[src/rtl/bitfield_extract.sv]
module bitfield_extract #(
  parameter int DATA_W = 16
) (
  input  logic              clk,
  input  logic              rst,
  input  logic              in_valid,
  input  logic [DATA_W-1:0] src,
  input  logic [DATA_W-1:0] ctl,
  input  logic              c_load,
  input  logic              c_in,
  output logic              out_valid,
  output logic [DATA_W-1:0] result,
  output logic              flag_n,
  output logic              flag_z,
  output logic              flag_v,
  output logic              flag_c
);
  localparam int FLD_W = $clog2(DATA_W);
  localparam logic [FLD_W-1:0] TOP = FLD_W'(DATA_W - 1);

  logic [FLD_W-1:0]  len_code, start_pos;
  logic [DATA_W-1:0] shifted, keep_mask, field;
  logic              unused_hi;

  assign len_code  = ctl[2*FLD_W-1:FLD_W];
  assign start_pos = ctl[FLD_W-1:0];
  assign unused_hi = ^ctl[DATA_W-1:2*FLD_W];

  // The right shift fills with zeros, so a field that runs past the top bit is clipped.
  assign shifted   = src >> start_pos;
  assign keep_mask = {DATA_W{1'b1}} >> (TOP - len_code);
  assign field     = shifted & keep_mask;

  always_ff @(posedge clk) begin
    if (rst) begin
      out_valid <= 1'b0;
      result    <= '0;
      flag_n    <= 1'b0;
      flag_z    <= 1'b0;
      flag_v    <= 1'b0;
      flag_c    <= 1'b0;
    end else begin
      out_valid <= in_valid;
      if (in_valid) begin
        result <= field;
        flag_n <= field[DATA_W-1];
        flag_z <= (field == '0);
        flag_v <= 1'b0;
      end
      if (c_load) flag_c <= c_in;
    end
  end
endmodule


[config.mk]
export PLATFORM = sky130hd
export DESIGN_NAME = bitfield_extract
export DESIGN_NICKNAME = d
export VERILOG_FILES = /design/src/rtl/bitfield_extract.sv
export SDC_FILE = /design/constraint.sdc
export NUM_CORES = 1
export LEC_CHECK = 0
export ABC_CLOCK_PERIOD_IN_PS = 2300
export BUFFER_PORTS_ARGS = -buffer_cell sky130_fd_sc_hd__buf_2
export CAP_MARGIN = 30
export CORE_UTILIZATION = 50
export DETAILED_ROUTE_END_ITERATION = 10
export PLACE_DENSITY_LB_ADDON = 0.2
export SLEW_MARGIN = 30
export SYNTH_ARGS = -nofsm -noshare
export SYNTH_HDL_FRONTEND = slang
export SYNTH_SLANG_ARGS = --single-unit
[constraint.sdc]
create_clock -name clk -period 2.3 [get_ports clk]
set_input_delay 0.115 -clock clk [delete_from_list [all_inputs] [get_ports clk]]
set_output_delay 0.115 -clock clk [all_outputs]
set_load 0.02 [all_outputs]
# Word-level counts from Yosys, hierarchy flattened
# Cells that the tools add are included.
# totals
ff_bits,20
latchBits,0
ramBits,0
rom_bits,0
in_bits,37
out_inout_bits,21
word_cells,10
n_memories,0
# classes
addsub,1
mul,0
n_div,0
n_lt_le_gt_ge,0
eq_ne,0
shift,2
n_mux,0
bitwise_logic,1
n_reduce_logical,1
# op_table
cell,n
16-bit bitwise AND,1
16-bit logical NOT,1
16-bit by 4-bit right shift with 16-bit output,1
16-bit by 4-bit right shift with 16-bit output (first input constant),1
4-bit subtractor (first input constant),1

# Logic depth before layout (Yosys ltp)
# depth
word_depth,4
depth_mapped,9

# Worst setup path after synthesis
# No wires, ideal clock.
# synth_timing
path_kind,input port to flip-flop
startpoint,in ctl[1]
endpoint,reg flag_z
t_arrival_ns,1.961
slack_ns,0.255
path_stages,8
n_path_buf,2
cell_sequence,buf_6 buf_6 mux4_2 mux2_4 o21ai_2 o31ai_1 or4_1 o31ai_2
# synth_between
elab_chain_cells,3
# synth_lines
element,line_no,rtl
start: declaration,8,"input logic [DATA_W-1:0] ctl,"
16-bit by 4-bit right shift with 16-bit output,30,assign shifted = src >> start_pos;
16-bit bitwise AND,32,assign field = shifted & keep_mask;
16-bit logical NOT,47,flag_z <= (field == '0);
end signal: assignment,47,
end: declaration,14,"output logic flag_z,"
# No other way between the ends.
# A chain may end at the register's enable or synchronous reset.

# Final worst setup path
# Ends and elaborated chain as after synthesis.

==> flow_metrics.tcl <==
set metrics [dict create \
    status "complete, no violations" \
    io_buffers 48 \
    syn_avg_cell_area_um2 8.398 \
    reg2reg_depth 2 \
    yosys.area.top_type "dfxtp_1" \
    p_leak_uw 0.0009353 \
    seqCellArea_um2 380.4 \
    synth_cell_types 49 \
    path_clk_slew_ns 0.12 \
    insertion_delay_ns 0.29 \
    cp-startpoint "ctl[1]" \
    cp-start-kind "primary input" \
    multi_input_comb_area_um2 1172 \
    setup_violations 0 \
    maxCapViolCount 0 \
    crit_cells 7 \
    hpwlAfterDp_um 3387 \
    drive_above_1_share_pct 36.11 \
    antenna_cells 0 \
    die_w_um 59.67 \
    synthArstFlopShare_pct 0 \
    report.final.slew_viol_count 0 \
    wirelength_um 4315 \
    routedWlPerCell_um 14.58 \
    fin_nets 290 \
    grtUsageMet3_pct 5.628 \
    cts_resized 0 \
    rows 20 \
    first_iter_violations 98 \
    grtUsageTotal_pct 26.95 \
    stdcell_area_um2 2039 \
    synth_seq_cells 19 \
    crit_slowest_cell "or4_1" \
    rsz0062_at_grt "no" \
    yosysWarnings 0 \
    cp_top_family "simple AND/OR/NAND/NOR gates" \
    synth_fp_nets 235 \
    grt_max_degree 23 \
    area_growth_pct 22.65 \
    clock-root-buffer "clkbuf_4" \
    timing.final.crit_share_pct 89.83 \
    via_count 1702 \
    worstSetupPathType "primary input to register" \
    p_per_area_nw_per_um2 416.7 \
    cp_max_fo 14 \
    dieArea_um2 3561 \
    drtPass1Iterations 4 \
    clk_path_buf_depth 2 \
    post_cts_buffers 0 \
    grt_pass1_vias 1582 \
    hold_buffers 0 \
    final_util_pct 65.73 \
    grt_util_met2_pct 43.49 \
    path_cells "buf_2 > mux2_4 > and2_1 > o311a_1 > or3_1 > or4_1 > o31ai_2" \
    grt.overflow.total 0 \
    die_h_um 59.67 \
    antenna_found_initial 0 \
    cts_made_buffers 3 \
    globalplace.congestion 0.9236 \
    drc_errors 0 \
    vdd_drop_max_uv 279.3 \
    synthCells 198 \
    grtUsageMet1_pct 36.64 \
    period_minus_slack_ns 2.066 \
    timing.fmax_ghz 0.4840 \
    antenna_left 0 \
    post_drt_via_cell_ratio 5.750 \
    cts.sink_count 19 \
    fp.coreArea_um2 3103 \
    initial_utilization_pct 53.59 \
    hold_start "c_in" \
    num-fill-cells 296 \
    required_ns 2.53 \
    cts_tree "built" \
    io-pin-count 58 \
    worstHoldPathType "primary input to register" \
    r2r-start "result[5]$_SDFFE_PP0P_" \
    cp.arrival_ns 2.29 \
    h-tree-depth 1 \
    finalClockSkew_ns 0 \
    syn_area_um2 1663 \
    slowest_delay_ns 0.44 \
    ys_top_cells_by_area "dfxtp_1 (23%), mux4_2 (14%), mux2i_1 (8.4%)" \
    grt_pass1_wl_um 7258 \
    dpl_cell_area_um2 2013 \
    synth_edf_count 0 \
    seq_area_frac_synth_pct 22.87 \
    hold_violations 0 \
    synth_top_cell_area_share_pct 22.87 \
    path_buf_inv 1 \
    ys.flop_type "dfxtp_1" \
    end_kind "register" \
    top_usage_layer "met2" \
    hold_depth 3 \
]
-- Yosys cell counts (2+ instances only) --
master	number
a211oi_1	6
a21o_1	4
a21oi_1	14
a31oi_1	2
a41oi_1	2
and3_1	2
buf_2	4
buf_4	2
buf_6	2
clkbuf_1	9
dfxtp_1	19
inv_1	4
mux2_2	2
mux2_4	4
mux2i_1	14
mux4_2	10
nand2_1	22
nand2b_1	2
nand3_1	6
nor2_1	19
nor2b_1	5
nor3_1	3
nor3b_1	2
o2111ai_1	2
o211ai_1	2
o21a_1	2
o21ai_0	4
o21ai_1	2
o22ai_1	2
o311a_1	2
o31ai_1	2
or2_2	2
or3_1	2
or4_1	2
-- worst paths after layout --
path	endpoint	slack [ns]
worst max-delay path	flag_z$_SDFFE_PP0P_	0.23
worst min-delay path	flag_c$_SDFFE_PP0P_	0.06
worst max register to register	result[5]$_SDFFE_PP0P_	1.63
worst min register to register	result[14]$_SDFFE_PP0P_	0.46
-- tightest hold or removal path: cells and delay by family --
family | cells | cell delay, ns
AND/OR/NAND/NOR | 1 | 0.08
multiplexers | 1 | 0.05
buffers and inverters | 1 | 0.08
-- where the power goes --
part           leakage, uW  internal (uW)  total (uW)  switching [uW]
Sequential        0.000155            343         348            5.65
Combinational     0.000765            153         330             177
Clock            0.0000150           67.6         171             104
Total             0.000935            563         850             287
-- stage by stage --
step	instances	setup TNS [ns]	hold WS, ns	power, uW	setup slack (ns)
2_1_floorplan	198	0	0.2622	572.5	0.2550
3_3_place_gp	292	-0.02183	0.3468	678.0	-0.02183
3_5_place_dp	292	-0.07563	0.3780	682.5	-0.07563
4_1_cts	296	0	0.05364	850.5	0.2419
5_1_grt	296	0	0.07583	902.7	0.1601
6_report	296	0	0.05936	849.9	0.2339
-- routing by layer --
layer,vias up,wire length (um),share of wire (%)
met5,-,0,0
met4,0,34,0.79
met3,4,323,7.5
met2,65,2044,47
met1,790,1912,44
li1,843,-,-
-- placed cells by master (no fill, tap or decap), types with 3 or more instances in the layout --
master    Yosys  final
nand3_1       6      6
a211oi_1      6      6
a21o_1        4      4
buf_2         4     48
mux2i_1      14     14
o21ai_0       4      4
nor3_1        3      3
nor2b_1       5      5
nor2_1       19     19
a21oi_1      14     14
inv_1         4      4
buf_4         2     20
dfxtp_1      19     19
mux2_4        4      4
mux4_2       10     10
nand2_1      22     22
clkbuf_4      0      3
-- cell families after synthesis --
group	synth area share (%)
flip-flops	22.87
AO/OA/AOI/OAI	20.84
multiplexers	27.61
other	0.2255
AND/OR/NAND/NOR	21.82
buffers and inverters	6.621
-- flip-flops by register name, summed over array words and instances (netlist names) --
signal	count
flag_c	1
result	16
flag_z	1
out_valid	1
-- area by class of cell --
| cell class | count | area share (%) |
|---|---|---|
| clock buffer | 4 | 1.288 |
| inverter | 4 | 0.7362 |
| multi-input combinational | 157 | 57.48 |
| sequential | 19 | 18.65 |
| tap | 44 | 2.699 |
| timing repair buffer | 68 | 19.14 |
Power figures use the tool's default switching activity.
